<file path="src/rtl/adcf_pkg.sv">
package adcf_pkg;
  typedef enum logic [1:0] {
    MODE_DUAL_FIX = 2'd0,
    MODE_DUAL_ALT = 2'd1,
    MODE_SGL_TWO  = 2'd2,
    MODE_SGL_SEQ  = 2'd3
  } adcf_mode_e;
endpackage

</file>
<file path="src/rtl/adcf_clkdiv.sv">
module adcf_clkdiv #(
  parameter int DIV_W = 8
) (
  input  logic             clk,
  input  logic             rst,
  input  logic             load,
  input  logic             run,
  input  logic [DIV_W-1:0] div_sel,
  output logic             rise_o,
  output logic             fall_o
);
  logic [DIV_W-1:0] ph_q, d_eff, half_m1;
  logic [DIV_W:0]   d_ext;

  always_comb begin
    d_eff   = (div_sel == '0) ? {{(DIV_W-1){1'b0}}, 1'b1} : div_sel;
    d_ext   = {1'b0, d_eff} + {{DIV_W{1'b0}}, 1'b1};
    half_m1 = d_ext[DIV_W:1] - {{(DIV_W-1){1'b0}}, 1'b1};
    rise_o  = run && (ph_q == d_eff);
    fall_o  = run && (ph_q == half_m1);
  end

  always_ff @(posedge clk) begin
    if (rst)       ph_q <= '0;
    else if (load) ph_q <= d_eff;
    else if (run)  ph_q <= rise_o ? '0 : ph_q + 1'b1;
  end
endmodule

</file>
<file path="src/rtl/adcf_seq.sv">
module adcf_seq #(
  parameter int FRAME_S  = 20,
  parameter int FRAME_D  = 32,
  parameter int STRB_LEN = 3,
  parameter int ADDR_LEN = 4,
  parameter int CAP_BITS = 18,
  parameter int BIT_W    = 6
) (
  input  logic       clk,
  input  logic       rst,
  input  logic       en,
  input  logic [1:0] cfg_mode,
  input  logic       chan_sel,
  input  logic       rise,
  input  logic       fall,
  output logic       load_o,
  output logic       run_o,
  output logic       sclk_o,
  output logic       strb_o,
  output logic       addr_o,
  output logic [1:0] mode_o,
  output logic       shift_o,
  output logic       emit_o
);
  import adcf_pkg::*;
  localparam logic [BIT_W-1:0] FB_S = BIT_W'(FRAME_S);
  localparam logic [BIT_W-1:0] FB_D = BIT_W'(FRAME_D);
  localparam logic [BIT_W-1:0] SL   = BIT_W'(STRB_LEN);
  localparam logic [BIT_W-1:0] AL   = BIT_W'(ADDR_LEN);
  localparam logic [BIT_W-1:0] CB   = BIT_W'(CAP_BITS);
  localparam logic [BIT_W-1:0] ONE  = BIT_W'(1);

  logic             run_q, fresh_q, skip_q;
  logic [BIT_W-1:0] bitc_q, bitc_n, fb;
  logic             wrap, stop, go, skip_n;

  always_comb begin
    fb      = mode_o[1] ? FB_S : FB_D;
    wrap    = fresh_q || (bitc_q == fb);
    stop    = rise && wrap && !en;
    go      = rise && !stop;
    bitc_n  = wrap ? '0 : bitc_q + ONE;
    skip_n  = (cfg_mode == MODE_SGL_SEQ) && (fresh_q || (cfg_mode != mode_o));
    load_o  = !run_q && en;
    shift_o = fall && (bitc_q >= ONE) && (bitc_q <= CB);
    emit_o  = fall && (bitc_q == CB) && !skip_q;
    run_o   = run_q;
  end

  always_ff @(posedge clk) begin
    if (rst) begin
      run_q <= 1'b0; fresh_q <= 1'b0; skip_q <= 1'b0; bitc_q <= '0;
      sclk_o <= 1'b0; strb_o <= 1'b0; addr_o <= 1'b0; mode_o <= 2'd0;
    end else begin
      if (load_o) begin
        run_q   <= 1'b1;
        fresh_q <= 1'b1;
      end
      if (stop) run_q <= 1'b0;
      if (go) begin
        sclk_o  <= 1'b1;
        bitc_q  <= bitc_n;
        strb_o  <= bitc_n < SL;
        addr_o  <= chan_sel && (bitc_n < AL);
        fresh_q <= 1'b0;
        if (wrap) begin
          mode_o <= cfg_mode;
          skip_q <= skip_n;
        end
      end
      if (fall) sclk_o <= 1'b0;
    end
  end
endmodule

</file>
<file path="src/rtl/adcf_rxlane.sv">
module adcf_rxlane #(
  parameter int CAP_BITS = 18
) (
  input  logic                clk,
  input  logic                rst,
  input  logic                shift,
  input  logic                sdi,
  output logic [CAP_BITS-1:0] word_o
);
  logic [CAP_BITS-1:0] sh_q;

  assign word_o = {sh_q[CAP_BITS-2:0], sdi};

  always_ff @(posedge clk) begin
    if (rst)        sh_q <= '0;
    else if (shift) sh_q <= word_o;
  end
endmodule

</file>
<file path="src/rtl/adcf_outreg.sv">
module adcf_outreg #(
  parameter int SMP_W = 16,
  parameter int TAG_W = 2
) (
  input  logic             clk,
  input  logic             rst,
  input  logic             emit,
  input  logic             ready,
  input  logic [SMP_W-1:0] a_smp,
  input  logic [TAG_W-1:0] a_tag,
  input  logic [SMP_W-1:0] b_smp,
  input  logic [TAG_W-1:0] b_tag,
  output logic             valid_o,
  output logic [SMP_W-1:0] a_smp_o,
  output logic [TAG_W-1:0] a_tag_o,
  output logic [SMP_W-1:0] b_smp_o,
  output logic [TAG_W-1:0] b_tag_o,
  output logic             ovr_o
);
  always_ff @(posedge clk) begin
    if (rst) begin
      valid_o <= 1'b0; ovr_o <= 1'b0;
      a_smp_o <= '0; a_tag_o <= '0; b_smp_o <= '0; b_tag_o <= '0;
    end else if (emit) begin
      ovr_o   <= valid_o && !ready;
      valid_o <= 1'b1;
      a_smp_o <= a_smp; a_tag_o <= a_tag;
      b_smp_o <= b_smp; b_tag_o <= b_tag;
    end else begin
      ovr_o <= 1'b0;
      if (valid_o && ready) valid_o <= 1'b0;
    end
  end
endmodule

</file>
<file path="src/rtl/adc_frame_ctrl.sv">
module adc_frame_ctrl #(
  parameter int DIV_W    = 8,
  parameter int SMP_W    = 16,
  parameter int TAG_W    = 2,
  parameter int FRAME_S  = 20,
  parameter int FRAME_D  = 32,
  parameter int STRB_LEN = 3,
  parameter int ADDR_LEN = 4
) (
  input  logic             clk,
  input  logic             rst,
  input  logic             en,
  input  logic [DIV_W-1:0] div_sel,
  input  logic [1:0]       cfg_mode,
  input  logic             chan_sel,
  input  logic             sdo_a,
  input  logic             sdo_b,
  output logic             sclk_o,
  output logic             conv_strobe_o,
  output logic             addr_o,
  output logic [1:0]       mode_o,
  output logic             smp_valid_o,
  input  logic             smp_ready_i,
  output logic [SMP_W-1:0] smp_a_o,
  output logic [TAG_W-1:0] tag_a_o,
  output logic [SMP_W-1:0] smp_b_o,
  output logic [TAG_W-1:0] tag_b_o,
  output logic             ovr_o
);
  localparam int CAP_BITS = SMP_W + TAG_W;
  localparam int BIT_W    = $clog2(FRAME_D + 1);
  localparam int LANES    = 2;

  logic rise, fall, load, run, shift, emit, dual;
  logic [CAP_BITS-1:0] word [LANES];
  logic [LANES-1:0]    sdi;

  assign sdi  = {sdo_b, sdo_a};
  assign dual = !mode_o[1];

  adcf_clkdiv #(.DIV_W(DIV_W)) clkdiv_i (
    .clk(clk), .rst(rst), .load(load), .run(run), .div_sel(div_sel),
    .rise_o(rise), .fall_o(fall));

  adcf_seq #(.FRAME_S(FRAME_S), .FRAME_D(FRAME_D), .STRB_LEN(STRB_LEN),
             .ADDR_LEN(ADDR_LEN), .CAP_BITS(CAP_BITS), .BIT_W(BIT_W)) seq_i (
    .clk(clk), .rst(rst), .en(en), .cfg_mode(cfg_mode), .chan_sel(chan_sel),
    .rise(rise), .fall(fall), .load_o(load), .run_o(run), .sclk_o(sclk_o),
    .strb_o(conv_strobe_o), .addr_o(addr_o), .mode_o(mode_o),
    .shift_o(shift), .emit_o(emit));

  for (genvar g = 0; g < LANES; g++) begin : g_lane
    adcf_rxlane #(.CAP_BITS(CAP_BITS)) lane_i (
      .clk(clk), .rst(rst), .shift(shift), .sdi(sdi[g]), .word_o(word[g]));
  end

  logic [CAP_BITS-1:0] b_word;
  assign b_word = dual ? word[1] : '0;

  adcf_outreg #(.SMP_W(SMP_W), .TAG_W(TAG_W)) out_i (
    .clk(clk), .rst(rst), .emit(emit), .ready(smp_ready_i),
    .a_smp(word[0][SMP_W-1:0]), .a_tag(word[0][CAP_BITS-1 -: TAG_W]),
    .b_smp(b_word[SMP_W-1:0]),  .b_tag(b_word[CAP_BITS-1 -: TAG_W]),
    .valid_o(smp_valid_o), .a_smp_o(smp_a_o), .a_tag_o(tag_a_o),
    .b_smp_o(smp_b_o), .b_tag_o(tag_b_o), .ovr_o(ovr_o));
endmodule

</file>
<file path="config.mk">
export PLATFORM = sky130hd
export DESIGN_NAME = adc_frame_ctrl
export DESIGN_NICKNAME = d
export VERILOG_FILES = /design/src/rtl/adcf_pkg.sv /design/src/rtl/adcf_clkdiv.sv /design/src/rtl/adcf_seq.sv /design/src/rtl/adcf_rxlane.sv /design/src/rtl/adcf_outreg.sv /design/src/rtl/adc_frame_ctrl.sv
export SDC_FILE = /design/constraint.sdc
export NUM_CORES = 1
export LEC_CHECK = 0
export BUFFER_PORTS_ARGS = -buffer_cell sky130_fd_sc_hd__buf_2
export CORE_AREA = 2 2 107 109
export DETAILED_ROUTE_END_ITERATION = 10
export DIE_AREA = 0 0 109 111
export GPL_ROUTABILITY_DRIVEN = 1
export PLACE_DENSITY = 0.66
export SYNTH_ARGS = -nofsm -noshare
export SYNTH_HDL_FRONTEND = slang
export SYNTH_SLANG_ARGS = --single-unit
</file>
<file path="constraint.sdc">
create_clock -name clk -period 3.1 [get_ports clk]
set_input_delay 0.465 -clock clk [delete_from_list [all_inputs] [get_ports clk]]
set_output_delay 0.465 -clock clk [all_outputs]
set_load 0.02 [all_outputs]
</file>
* After elaboration in Yosys (flattened, before gate mapping)
Index checks and enable logic that the tools add are counted.
** Word-level totals
- Register bits after elaboration :: 94
- Output and inout bits :: 43
- Word-level logic and storage cells :: 70
** Cells by class
- Add/sub/neg operators :: 4
- Order comparisons :: 4
- Eq/ne operators :: 6
- Mux-type cells :: 9
- Bitwise operators :: 1
- Reductions and logical operators :: 29
** Operators with widths (count)
- $mux W8 :: 4
- $mux W18 :: 1
- $eq A8 B8 Y1 :: 2
- $logic_and A1 B1 Y1 :: 14
- $mux W6 :: 2
- $add A8 B1 Y9 const B :: 1
- $add A8 B1 Y8 const B :: 1
- $logic_not A8 Y1 :: 1
- $reduce_or A2 Y1 :: 4
- $sub A8 B1 Y8 const B :: 1
- $add A6 B1 Y6 const B :: 1
- $eq A6 B5 Y1 const B :: 1
- $eq A6 B6 Y1 :: 1
- $ge A6 B1 Y1 const B :: 1
- $le A6 B5 Y1 const B :: 1
- $lt A6 B2 Y1 const B :: 1
- $lt A6 B3 Y1 const B :: 1
- $logic_not A1 Y1 :: 5
- $reduce_bool A2 Y1 :: 2
- $eq A2 B2 Y1 const B :: 1
- $logic_or A1 B1 Y1 :: 2
- $mux W1 :: 2
- $ne A2 B2 Y1 :: 1
- $reduce_and A2 Y1 :: 1
- $not A1 Y1 :: 1

* Logic depth before layout (Yosys ltp)
- Depth after elaboration :: 10
- Gate-level depth with buffers :: 13

* Hierarchy
From an unflattened synthesis, not the netlist that was laid out.
** Unflattened totals
- Cells, all modules :: 479
- Area, all modules :: 4554.4 µm²
** Modules (own cells, without submodules)
- adcf_outreg :: times used 1, cells an instance 122, area an instance 1371.3 µm², sequential area each 760.7 µm²
- adcf_rxlane :: times used 2, cells an instance 56, area an instance 621.8 µm², sequential area each 340.3 µm²
- adcf_clkdiv :: times used 1, cells an instance 121, area an instance 954.7 µm², sequential area each 160.2 µm²
- adcf_seq :: times used 1, cells an instance 105, area an instance 855.8 µm², sequential area each 280.3 µm²
- adc_frame_ctrl :: times used 1, cells an instance 19, area an instance 128.9 µm², sequential area each 0.0 µm²

* Worst setup path before layout
OpenSTA, ideal clock, no wires.
- Kind :: in2reg
- Start :: in div_sel[2]
- End :: reg g_lane[0].lane_i.sh_q[10]
- Library setup time :: 0.072 ns
- Data arrival time :: 3.212 ns
- Data required time :: 3.028 ns
- Slack :: -0.184 ns
- Cell stages on the path :: 13
- Path buffers :: 3
- Path through :: buf_4 > nor4_4 > a21boi_0 > or2_2 > ha_1 > xnor2_1 > nor3_1 > or4b_4 > a2bb2oi_4 > and4_1 > buf_6 > buf_12 > mux2i_1
** On the way
- Cells in the longest elaborated chain, start to end :: 8
** Ends and longest elaborated chain
- start: declaration :: RTL line adc_frame_ctrl.sv:13 : input logic [DIV_W-1:0] div_sel,
- $logic_not A8 Y1 :: RTL line adcf_clkdiv.sv:16 : d_eff = (div_sel == '0) ? {{(DIV_W-1){1'b0}}, 1'b1} : div_sel;
- $mux W8 (*) :: RTL line adcf_clkdiv.sv:16
- $add A8 B1 Y9 (*) :: RTL line adcf_clkdiv.sv:17 : d_ext = {1'b0, d_eff} + {{DIV_W{1'b0}}, 1'b1};
- $sub A8 B1 Y8 (*) :: RTL line adcf_clkdiv.sv:18 : half_m1 = d_ext[DIV_W:1] - {{(DIV_W-1){1'b0}}, 1'b1};
- $eq A8 B8 Y1 (*) :: RTL line adcf_clkdiv.sv:20 : fall_o = run && (ph_q == half_m1);
- $logic_and A1 B1 Y1 (*) :: RTL line adcf_clkdiv.sv:20
- $logic_and A1 B1 Y1 (*) (2 in a row) :: RTL line adcf_seq.sv:45 : shift_o = fall && (bitc_q >= ONE) && (bitc_q <= CB);
- end signal: assignment :: RTL line adcf_rxlane.sv:16 : else if (shift) sh_q <= word_o;
- end: declaration :: RTL line adcf_rxlane.sv:10 : logic [CAP_BITS-1:0] sh_q;
Every way passes the cells marked *; elsewhere a longest branch is shown, timed or not.
A chain may end at the register's enable or synchronous reset.

* Worst setup path after layout
- Start :: in div_sel[2]
- End :: reg out_i.a_smp_o[5]
** On the way
- Cells in the longest elaborated chain, start to end :: 8
** Ends and longest elaborated chain
- $logic_not A8 Y1 :: RTL line adcf_clkdiv.sv:16
- $mux W8 (*) :: RTL line adcf_clkdiv.sv:16
- $add A8 B1 Y9 (*) :: RTL line adcf_clkdiv.sv:17
- $sub A8 B1 Y8 (*) :: RTL line adcf_clkdiv.sv:18
- $eq A8 B8 Y1 (*) :: RTL line adcf_clkdiv.sv:20
- $logic_and A1 B1 Y1 (*) :: RTL line adcf_clkdiv.sv:20
- $logic_and A1 B1 Y1 (*) (2 in a row) :: RTL line adcf_seq.sv:46 : emit_o = fall && (bitc_q == CB) && !skip_q;
- end signal: assignment :: RTL line adcf_outreg.sv:27 : a_smp_o <= a_smp; a_tag_o <= a_tag;
- end: declaration :: RTL line adcf_outreg.sv:14 : output logic [SMP_W-1:0] a_smp_o,
Marked as above.

==> flow_summary_export.csv <==
group,metric,value,unit
status,outcome,"finished clean",
run,cap_violations,0,
timing,drv_slew,0,
synth,synth_cells,498,
clocking,post_cts_buffers,0,
timing,setup_violations,0,
die,start_util,43.7,%
detailed_routing,first_iter_violations,147,
power_and_ir_drop,p_switching,587,uW
synth,async_reset_ff_share,0,%
power_and_ir_drop,leakage,0.00209,uW
die,die_w,109,um
power_and_ir_drop,power_per_cell_area,448,mW/mm2
clocking,clkTransAtPathRegs,0.06,ns
cells_and_area,fin_nets,570,
grt,grt_pass1_wl,16.7,mm
grt,grt_use_total,17.0,%
synth,synth_seq_cells,94,
timing,rsz0062_at_grt,"no",
clocking,cts_max_level,3,
synth,ys.warnings.count,0,
detailed_routing,route.detailed.drc,0,
synth,synth-edff-count,0,
setup_path,end_kind,"flop",
timing,maxSlewHeadroom,50.0,%
cells_and_area,diodes,0,
place,io_buffers,59,
timing,skew,0.00663,ns
place,place_congestion,0.829,
synth,syn_avg_cell_area,9.72,um2
power_and_ir_drop,internal_power,1890,uW
synth,syn_area,0.00484,mm2
setup_path,worstPathArrival,3.16,ns
die,die_h,111,um
die,core_area,0.0111,mm2
cells_and_area,final_design_area_no_fill,0.00552,mm2
setup_path,crit_required,3.36,ns
timing,fmax,346,MHz
detailed_routing,vias,3599,
cells_and_area,areaGrowthSynthToFinish,14.0,%
cells_and_area,drive_above_1_share,23.4,%
setup_path,worstSetupPathType,"in -> reg",
detailed_routing,drt_pass1_iterations,4,
detailed_routing,wl_per_cell,13.8,um
grt,grt_pass1_vias,3577,
grt,grt_max_degree,54,
setup_path,worstPathMaxFanout,12,
clocking,clockBufferDepth,2,
detailed_routing,avgViaCountPerCell,5.18,
setup_path,startpoint_type,"input pin",
die,dieArea,0.0121,mm2
die,io_pins,60,
synth,yosysUniqueCellTypes,59,
power_and_ir_drop,netSwitchingFraction,23.7,%
timing,fin_crit_sh,93.3,%
power_and_ir_drop,power_frac_clock,42.1,%
synth,synth_nets,521,
grt,antenna_found_initial,0,
detailed_routing,wirelength,9.60,mm
timing,tightest_slew,0.750,ns
timing,tns,0,ns
place,dpl_cell_area,0.00523,mm2
min_path,hold_path_class,"in -> reg",
grt,grt_overflow,0,
die,rows,39,
timing,hold_viol,0,
synth,synth_ff_type,"dfxtp_1",
clocking,ctsResizeCount,0,
clocking,clock_latency,0.34,ns
synth,ys_seq_area_share,38.9,%
clocking,cts_hold_buffers,0,
clocking,cts_tree,"yes",
power_and_ir_drop,peakVddDrop,0.400,mV
power_and_ir_drop,p_seq_share,49.9,%
clocking,cts.sinks,94,
clocking,cts_inserted_buffers,9,
place,place_hpwl,6.82,mm
detailed_routing,final_antenna_net_count,0,
power_and_ir_drop,p_comb_share,8.0,%
timing,min_period,2.89,ns
clocking,ctsRootBufferMaster,"clkbuf_16",
## worst paths after layout
check             depth (start not counted)  slack (ns)                          start                       endpoint
setup / recovery                         12        0.21                     div_sel[2]  out_i.a_smp_o[5]$_SDFFE_PP0P_
hold reg to reg                           2        0.46      seq_i.strb_o$_SDFFE_PP0P_      seq_i.strb_o$_SDFFE_PP0P_
hold / removal                            3        0.38                    cfg_mode[1]   seq_i.mode_o[1]$_SDFFE_PP0P_
setup reg to reg                          7        0.74  clkdiv_i.ph_q[4]$_SDFFE_PP0P_  out_i.a_smp_o[5]$_SDFFE_PP0P_
## power by group through the flow
| stage | logic [uW] | registers [uW] | clock network (uW) |
|---|---|---|---|
| finish | 199 | 1230 | 1040 |
| detailed placement | 198 | 1260 | 0 |
| global placement | 192 | 1260 | 0 |
| global route | 219 | 1240 | 1120 |
| CTS | 199 | 1230 | 1070 |
| floorplan | 158 | 1250 | 0 |
## flip-flops by register name, indices dropped and copies added, names as in the netlist
| signal | count |
|---|---|
| seq_i.bitc_q | 6 |
| out_i.b_tag_o | 2 |
| seq_i.strb_o | 1 |
| out_i.a_smp_o | 16 |
| seq_i.fresh_q | 1 |
| out_i.a_tag_o | 2 |
| seq_i.sclk_o | 1 |
| g_lane.lane_i.sh_q | 34 |
| clkdiv_i.ph_q | 8 |
| seq_i.run_o | 1 |
| out_i.ovr_o | 1 |
| seq_i.addr_o | 1 |
| seq_i.skip_q | 1 |
| seq_i.mode_o | 2 |
| out_i.valid_o | 1 |
| out_i.b_smp_o | 16 |
## critical path, cell delays in order
cell	delay, ns
buf_2	0.12
nor4_4	0.28
a21boi_1	0.12
or2_4	0.27
ha_4	0.21
xnor2_1	0.12
nor3_1	0.21
or4b_4	0.51
a2bb2oi_4	0.17
and3_2	0.23
buf_4	0.24
mux2i_1	0.22
## cell families (layout without fill, tap and decap cells)
logic type                 Yosys count  count (layout)  share of synthesized area [%]
AOI/OAI and AO/OA                   56              56                           8.40
xor gates and xnor gates            20              20                           3.93
adders and majority gates            6               6                           1.55
buffers and inverters               48             102                           6.41
DFF                                 94              94                           38.9
muxes                               78              78                           16.1
and+or+nand+nor                    196             196                           24.7
## metal layers
metal  global-route usage [%]  part of all wire, %
met4                     6.07                  1.8
met2                     26.4                   45
met3                     4.00                  4.5
met1                     22.8                   48
met5                        0                    0
## layout make-up
cell class	count	area [um2]
Multi-Input combinational cell	356	2660
Timing Repair Buffer	79	483
Fill cell	1044	5560
Clock inverter	6	43.8
Sequential cell	94	1880
Clock buffer	10	239
Inverter	7	26.3
Tap cell	143	179
## cell usage after synthesis, types with 2 or more instances
| cell type | count | area [um2] |
|---|---|---|
| a211oi_1 | 3 | 22.5 |
| a21o_1 | 5 | 37.5 |
| a21oi_1 | 11 | 55.1 |
| a311oi_1 | 2 | 17.5 |
| a31oi_1 | 9 | 56.3 |
| and3_1 | 3 | 18.8 |
| buf_12 | 6 | 120 |
| buf_2 | 5 | 25.0 |
| buf_6 | 3 | 33.8 |
| clkbuf_1 | 26 | 97.6 |
| dfxtp_1 | 94 | 1880 |
| ha_1 | 6 | 75.1 |
| inv_1 | 7 | 26.3 |
| mux2i_1 | 78 | 781 |
| nand2_1 | 17 | 63.8 |
| nand2b_1 | 78 | 488 |
| nand3_1 | 11 | 55.1 |
| nand4_1 | 4 | 25.0 |
| nor2_1 | 28 | 105 |
| nor2b_1 | 2 | 12.5 |
| nor3_1 | 7 | 35.0 |
| nor3b_1 | 4 | 30.0 |
| o211a_1 | 2 | 20.0 |
| o211ai_1 | 3 | 22.5 |
| o21ai_0 | 7 | 35.0 |
| o22a_1 | 2 | 17.5 |
| or2_2 | 6 | 37.5 |
| or3_1 | 4 | 25.0 |
| or3b_2 | 18 | 158 |
| xnor2_1 | 16 | 140 |
| xor2_1 | 3 | 26.3 |
## placed cells by master (no fill, tap or decap), types with 4 or more instances in the layout
cell type / count
buf_2: 59
nor3_1: 7
nand3_1: 11
o21ai_0: 7
or2_2: 5
buf_4: 17
a31oi_1: 9
ha_1: 5
clkbuf_16: 9
nand4_1: 4
or3_1: 4
nor2_1: 28
mux2i_1: 78
nand2_1: 17
nand2b_1: 78
or3b_2: 18
a21oi_1: 11
xnor2_1: 16
a21o_1: 5
inv_1: 7
nor3b_1: 4
dfxtp_1: 94
## through the flow
stage | hold WS (ns) | utilization [%] | total power (uW) | cells | setup slack (ns)
detailed placement | 0.457 | 47.2 | 1460 | 679 | -0.181
CTS | 0.371 | 49.8 | 2500 | 695 | 0.168
finish | 0.376 | 49.8 | 2470 | 695 | 0.207
floorplan | 0.444 | - | 1410 | 498 | -0.0700
global placement | 0.457 | 47.2 | 1450 | 679 | -0.103
global route | 0.401 | 49.8 | 2580 | 695 | 0.0409
No activity file was read; power rests on OpenSTA's default activity.
